===== src/rtl/dma_csr_pkg.sv =====
package dma_csr_pkg;
  localparam int WORD_W = 32;
  localparam int HALF_W = WORD_W / 2;
  localparam int DEV_W  = 8;

  localparam logic ADDR_CTL  = 1'b0;
  localparam logic ADDR_STAT = 1'b1;

  // Packed so that run lands on bit 15 and dev on bits 7:0
  typedef struct packed {
    logic             run;
    logic             pause;
    logic             flush;
    logic             wake;
    logic             dead;
    logic             active;
    logic             rsvd;
    logic             bt;
    logic [DEV_W-1:0] dev;
  } stat_t;

  typedef struct packed {
    logic act_set;
    logic act_clr;
    logic dead_set;
    logic bt_set;
    logic bt_clr;
    logic flush_done;
  } eng_ev_t;
endpackage


===== src/rtl/dma_csr_rst_sync.sv =====
module dma_csr_rst_sync #(
  parameter int STAGES = 2
) (
  input  logic clk,
  input  logic rst_n,
  output logic rst_sync_n
);
  logic [STAGES-1:0] sync_q;

  always_ff @(posedge clk or negedge rst_n) begin
    if (!rst_n) sync_q <= '0;
    else        sync_q <= {sync_q[STAGES-2:0], 1'b1};
  end

  assign rst_sync_n = sync_q[STAGES-1];
endmodule


===== src/rtl/dma_csr_wr_decode.sv =====
module dma_csr_wr_decode
  import dma_csr_pkg::*;
(
  input  logic              reg_we,
  input  logic              reg_addr,
  input  logic [WORD_W-1:0] reg_wdata,
  output logic              ctl_we,
  output stat_t             sel,
  output stat_t             val
);
  // Only the control address can change state; status writes are dropped
  assign ctl_we = reg_we && (reg_addr == ADDR_CTL);

  always_comb begin
    sel = '0;
    val = '0;
    if (ctl_we) begin
      sel = stat_t'(reg_wdata[WORD_W-1:HALF_W]);
      val = stat_t'(reg_wdata[HALF_W-1:0]);
    end
  end
endmodule


===== src/rtl/dma_csr_next.sv =====
module dma_csr_next
  import dma_csr_pkg::*;
(
  input  stat_t   cur,
  input  stat_t   sel,
  input  stat_t   val,
  input  eng_ev_t ev,
  output stat_t   nxt
);
  logic [DEV_W-1:0] dev_nx;
  logic run_nx, dead_nx, drain;

  // Plain masked merge on the device status field
  for (genvar i = 0; i < DEV_W; i++) begin : g_dev
    assign dev_nx[i] = sel.dev[i] ? val.dev[i] : cur.dev[i];
  end

  always_comb begin
    run_nx  = sel.run  ? val.run  : cur.run;
    dead_nx = ev.dead_set | (sel.dead ? val.dead : cur.dead);
    // Stop while busy: keep flush up until the engine drains
    drain   = sel.run & ~val.run & cur.run & cur.active & ~sel.active;

    nxt        = '0;
    nxt.dev    = dev_nx;
    nxt.run    = run_nx;
    nxt.pause  = sel.pause ? val.pause : cur.pause;
    nxt.dead   = dead_nx;
    nxt.wake   = sel.wake & val.wake;
    nxt.flush  = drain | (sel.flush ? val.flush : (cur.flush & ~ev.flush_done));
    nxt.active = ~dead_nx & ~(sel.active & ~val.active)
               & ((cur.active & ~ev.act_clr) | (ev.act_set & run_nx));
    nxt.bt     = sel.bt ? val.bt : (ev.bt_set | (cur.bt & ~ev.bt_clr));
    nxt.rsvd   = 1'b0;
  end
endmodule


===== src/rtl/dma_chan_csr.sv =====
module dma_chan_csr
  import dma_csr_pkg::*;
(
  input  logic              clk,
  input  logic              rst_n,
  input  logic              reg_we,
  input  logic              reg_addr,
  input  logic [WORD_W-1:0] reg_wdata,
  output logic [WORD_W-1:0] reg_rdata,
  input  logic              eng_active_set,
  input  logic              eng_active_clr,
  input  logic              eng_dead_set,
  input  logic              eng_bt_set,
  input  logic              eng_bt_clr,
  input  logic              eng_flush_done,
  output logic              st_run,
  output logic              st_pause,
  output logic              st_flush,
  output logic              st_wake,
  output logic              st_dead,
  output logic              st_active,
  output logic              st_bt,
  output logic [DEV_W-1:0]  st_devstat
);
  logic    rst_sync_n;
  logic    ctl_we;
  logic    upd_en;
  stat_t   sel, val, stat_q, stat_nx;
  eng_ev_t ev;

  dma_csr_rst_sync #(.STAGES(2)) u_rst (
    .clk(clk), .rst_n(rst_n), .rst_sync_n(rst_sync_n)
  );

  dma_csr_wr_decode u_dec (
    .reg_we(reg_we), .reg_addr(reg_addr), .reg_wdata(reg_wdata),
    .ctl_we(ctl_we), .sel(sel), .val(val)
  );

  always_comb begin
    ev.act_set    = eng_active_set;
    ev.act_clr    = eng_active_clr;
    ev.dead_set   = eng_dead_set;
    ev.bt_set     = eng_bt_set;
    ev.bt_clr     = eng_bt_clr;
    ev.flush_done = eng_flush_done;
  end

  dma_csr_next u_nxt (
    .cur(stat_q), .sel(sel), .val(val), .ev(ev), .nxt(stat_nx)
  );

  // The word moves only on a write, an engine event, or the wake fall
  assign upd_en = ctl_we | (|ev) | stat_q.wake;

  always_ff @(posedge clk or negedge rst_sync_n) begin
    if (!rst_sync_n)  stat_q <= '0;
    else if (upd_en)  stat_q <= stat_nx;
  end

  assign reg_rdata  = (reg_addr == ADDR_STAT) ? {{HALF_W{1'b0}}, stat_q} : '0;
  assign st_run     = stat_q.run;
  assign st_pause   = stat_q.pause;
  assign st_flush   = stat_q.flush;
  assign st_wake    = stat_q.wake;
  assign st_dead    = stat_q.dead;
  assign st_active  = stat_q.active;
  assign st_bt      = stat_q.bt;
  assign st_devstat = stat_q.dev;
endmodule


===== config.mk =====
export PLATFORM = sky130hd
export DESIGN_NAME = dma_chan_csr
export DESIGN_NICKNAME = d
export VERILOG_FILES = /design/src/rtl/dma_csr_pkg.sv /design/src/rtl/dma_csr_rst_sync.sv /design/src/rtl/dma_csr_wr_decode.sv /design/src/rtl/dma_csr_next.sv /design/src/rtl/dma_chan_csr.sv
export SDC_FILE = /design/constraint.sdc
export NUM_CORES = 1
export LEC_CHECK = 0
export BUFFER_PORTS_ARGS = -buffer_cell sky130_fd_sc_hd__buf_4
export CAP_MARGIN = 20
export CORE_MARGIN = 3
export CORE_UTILIZATION = 44
export CTS_CLUSTER_DIAMETER = 80
export DETAILED_ROUTE_END_ITERATION = 10
export HOLD_SLACK_MARGIN = 0.06
export PLACE_DENSITY = 0.8
export SYNTH_ARGS = -nofsm -noshare
export SYNTH_HDL_FRONTEND = slang
export SYNTH_HIERARCHICAL = 1
export SYNTH_SLANG_ARGS = --single-unit

===== constraint.sdc =====
create_clock -name clk -period 1 [get_ports clk]
set_clock_uncertainty 0.1 [all_clocks]
set_input_delay 0.2 -clock clk [delete_from_list [all_inputs] [get_ports clk]]
set_output_delay 0.2 -clock clk [all_outputs]
set_load 0.02 [all_outputs]

# Word-level counts from Yosys, hierarchy flattened
# Cells that the tools add are included.
totals:
  mem_bits_ro: 0
  memories: 0
  latchBits: 0
  ramBits: 0
  ff_bits: 17
  out_inout_bits: 47
op_classes:
  order_cmp: 0
  n_reduce_logical: 11
  shifts: 0
  n_mux: 7
  eq_ne: 0
  div: 0
  n_mul: 0
  add_sub_neg: 0
  n_bitwise: 27
op_table:
  columns: ["cell", "count"]
  rows:
  - ["$mux 16", 3]
  - ["$reduce_and 2->1", 9]
  - ["$and 1x1->1", 12]
  - ["$not 1->1", 9]
  - ["$or 1x1->1", 6]
  - ["$reduce_or 6->1", 1]
  - ["$mux 1", 4]
  - ["$logic_and 1x1->1", 1]

# Depth between registers and ports, before layout
logic_depth:
  word_depth: 9
  depth_mapped: 6
  ltp_nobuf: 5

# Hierarchy
# The synthesis kept the hierarchy.
modules_own_cells:
  columns: ["module", "area_per_inst_um2", "n_inst", "cells_per_inst", "seq_area_each_um2"]
  rows:
  - ["dma_chan_csr", 939.7, 1, 78, 400.4]
  - ["dma_csr_wr_decode", 339.1, 1, 39, 0.0]
  - ["dma_csr_next", 239.0, 1, 29, 0.0]
  - ["dma_csr_rst_sync", 53.8, 1, 3, 50.0]

# Worst setup path after synthesis
# Ideal clock, no wire load.
synth_path:
  kind: "flip-flop to flip-flop"
  from: "register stat_q (netlist bit st_wake)"
  to: "register stat_q (netlist bit st_bt)"
  slack_ns: -0.593
  t_required_ns: 0.775
  path_buffers: 1
  t_arrival_ns: 1.367
  stages_incl_launch_ff: 5
  period_less_slack_ns: 1.593
  path_cell_list: "dfrtp_1 nor4_2 nand2_2 buf_6 mux2_4"
synth_via:
  elab_chain_cells: 1
synth_lines:
  columns: ["item", "line", "rtl"]
  rows:
  - ["from (decl)", "dma_chan_csr.sv:28", "stat_t sel, val, stat_q, stat_nx;"]
  - ["from (signal assigned)", "dma_chan_csr.sv:58", "else if (upd_en) stat_q <= stat_nx;"]
  - ["$or 1x1->1", "dma_chan_csr.sv:54", "assign upd_en = ctl_we | (|ev) | stat_q.wake;"]
# No other way between the ends.
# A chain may end at the register's enable or synchronous reset.

# Worst setup path after layout
layout_path:
  from: "register stat_q (netlist bit st_wake)"
  to: "output reg_rdata[12]"
layout_via:
  elab_chain_cells: 1
layout_lines:
  columns: ["item", "line", "rtl"]
  rows:
  - ["$mux 16", "dma_chan_csr.sv:61", "assign reg_rdata = (reg_addr == ADDR_STAT) ? {{HALF_W{1'b0}}, stat_q} : '0;"]
  - ["to (decl)", "dma_chan_csr.sv:9", "output logic [WORD_W-1:0] reg_rdata,"]
# No other way between the ends.

==> impl_metrics.json <==
{
  "insertedDiodeCount": 0,
  "crit-reg2reg-launch": "st_wake",
  "total_instance_count_after_detailed_placement": 259,
  "antenna_viol_nets_final": 0,
  "power_density_nw_per_um2": 922.3,
  "filler_cell_count": 219,
  "grt_util_met2": 0.3692,
  "placement_rows": 20,
  "clock_tree.buffer_depth": 2,
  "dieHeight_um": 65.38,
  "post-route-drc-count": 0,
  "post_route_cells_drive_above_1_share": 0.7448,
  "grt_util_met1": 0.2190,
  "die_area_um2": 4275,
  "drv.max_cap_violation_count": 0,
  "place.detailed.hpwl_mm": 2.755,
  "detailedRoute.firstIterationViolations": 29,
  "timing.hold.ws_ns": 0.09010,
  "cts_tree": "done",
  "period_needed_ns": 1.410,
  "fin_cells": 283,
  "h-tree-depth": 1,
  "count_of_port_buffers_added_during_placement": 70,
  "place_ws_ns": -0.5778,
  "post-route-worst-setup-slack_ns": -0.4099,
  "design_area_um2": 2530,
  "ys_warn_count": 6,
  "violations": "setup timing",
  "worstReg2RegEnd": "st_devstat[1]",
  "highest_fanout_seen_on_the_critical_path": 2,
  "cts.clk_slew.worst_paths_ns": 0.11,
  "grt_met3_usage": 0.04103,
  "mappedNetlistArea_um2": 1551,
  "pin_count_of_the_biggest_net_entering_global_routing": 36,
  "max-vdd-ir-drop_v": 0.0006244,
  "max_clock_freq_mhz": 709.3,
  "multiInputGateArea_um2": 960.9,
  "detailed_router_iteration_count_before_antenna_repair": 4,
  "first_global_vias": 1369,
  "total_negative_setup_slack_ns": -15.26,
  "placer_s_final_routability_congestion_estimate": 0.8097,
  "groute.usage.overall": 0.1935,
  "start_util": 0.4844,
  "grt_antenna_before_repair": 0,
  "fin_total_pwr_mw": 2.333,
  "leakage_nw": 1.391,
  "holdCritPathClass": "reg2async",
  "clock_tree.root_cell": "sky130_fd_sc_hd__clkbuf_4",
  "finalSetupViolCount": 47,
  "grt_busiest_layer": "met2",
  "core_utilization_of_the_finished_layout": 0.7898,
  "worstPathRequired_ns": 0.70,
  "layout.area.seq_um2": 455.4,
  "core_area_um2": 3203,
  "finalWirelength_mm": 4.171,
  "clock_sinks": 18,
  "cp-start-kind": "flip-flop",
  "rsz0062_at_grt": "true",
  "globalRoute.totalOverflow": 0,
  "cell_area_after_placement_um2": 2128,
  "final_net_count": 282,
  "dr_vias": 1337,
  "cts_inserted_buffers": 3,
  "avgRoutedWirePerCell_um": 14.74,
  "worstSetupPathType": "reg2out",
  "run_status": "complete, but fails checks",
  "post-route-period-util": 1.410,
  "io_pins": 89,
  "fp.dieW_um": 65.38,
  "insertion_delay_ns": 0.29,
  "data_arrival_time_of_the_critical_path_ns": 1.11,
  "synthCells": 147,
  "setup.worst_path.end_class": "output port",
  "hold_viol_final": 0,
  "viasPerCell": 4.724,
  "grt_pass1_wl_mm": 6.430,
  "area_growth_syn_to_layout_pct": 63.06,
  "final_max_slew_viol_count": 0,
  "register_to_register_setup_slack_ns": -0.40,
  "cell_count_of_the_worst_reg_to_reg_path": 4,
  "syn_area_per_cell_um2": 10.55
}
## layout by cell type, fill, tap and decap left out
master	count
sky130_fd_sc_hd__buf_4	57
sky130_fd_sc_hd__buf_6	48
sky130_fd_sc_hd__conb_1	18
sky130_fd_sc_hd__and2_4	16
sky130_fd_sc_hd__and3b_2	16
sky130_fd_sc_hd__dfrtp_1	14
sky130_fd_sc_hd__and3b_1	14
sky130_fd_sc_hd__mux2_2	13
sky130_fd_sc_hd__mux2_4	12
sky130_fd_sc_hd__dfrtp_2	4
sky130_fd_sc_hd__clkbuf_4	3
sky130_fd_sc_hd__nor2b_1	3
sky130_fd_sc_hd__nor4_2	2
sky130_fd_sc_hd__and2_1	2
sky130_fd_sc_hd__buf_12	2
sky130_fd_sc_hd__a21oi_1	2
sky130_fd_sc_hd__o21ai_0	2
sky130_fd_sc_hd__nand2_2	1
sky130_fd_sc_hd__clkbuf_8	1
sky130_fd_sc_hd__dlygate4sd3_1	1
sky130_fd_sc_hd__nor2b_4	1
sky130_fd_sc_hd__a211o_1	1
sky130_fd_sc_hd__nand4b_1	1
sky130_fd_sc_hd__nor3b_1	1
sky130_fd_sc_hd__a21oi_2	1
sky130_fd_sc_hd__nor3_2	1
sky130_fd_sc_hd__inv_1	1
sky130_fd_sc_hd__nand2_1	1
## power breakdown
part / switching (mW) / internal (mW)
registers: 0.0563 / 0.787
logic: 0.410 / 0.623
clock network: 0.235 / 0.222
total: 0.702 / 1.63
## cell type report
| cell class | instances | area share |
|---|---|---|
| flip-flops and latches | 18 | 0.1800 |
| clock buffers | 4 | 0.01434 |
| well taps | 44 | 0.02176 |
| inverters | 1 | 0.001484 |
| repair buffers | 108 | 0.4026 |
| multi-input cells | 108 | 0.3798 |
## state kept, by name (all words and copies together) (netlist names)
register	count
st_active	1
st_bt	1
st_dead	1
st_devstat	8
st_flush	1
st_pause	1
st_run	1
st_wake	1
stat_q	1
u_rst/sync_q	2
## how the worst max path moves through the flow
stage                  start            end  slack (ns)  cells past startpoint
floorplan            st_wake          st_bt       -0.44                      4
global placement    reg_addr      st_active       -0.55                      6
detailed placement  reg_addr      st_active       -0.58                      6
CTS                  st_wake  reg_rdata[12]       -0.42                      3
global route         st_wake  reg_rdata[12]       -0.46                      3
finish               st_wake  reg_rdata[12]       -0.41                      3
## per-layer routing
layer	routed length [um]	vias to the layer above
li1	-	647
met1	1653	638
met2	2204	50
met3	295	2
met4	17	0
met5	0	-
## what timing repair did
action                     in CTS  in global routing
resized for setup              59                  4
hold endpoints to repair        2                  0
setup endpoints to repair      47                 47
pin swaps                      11                  1
buffers inserted               13                  6
hold buffers                    1                  0
## worst max-delay path: stages, from the launching register on
cell	delay [ns]
sky130_fd_sc_hd__dfrtp_2	0.44
sky130_fd_sc_hd__buf_6	0.12
sky130_fd_sc_hd__and2_4	0.14
sky130_fd_sc_hd__buf_6	0.12
Power figures use the tool's default switching activity.
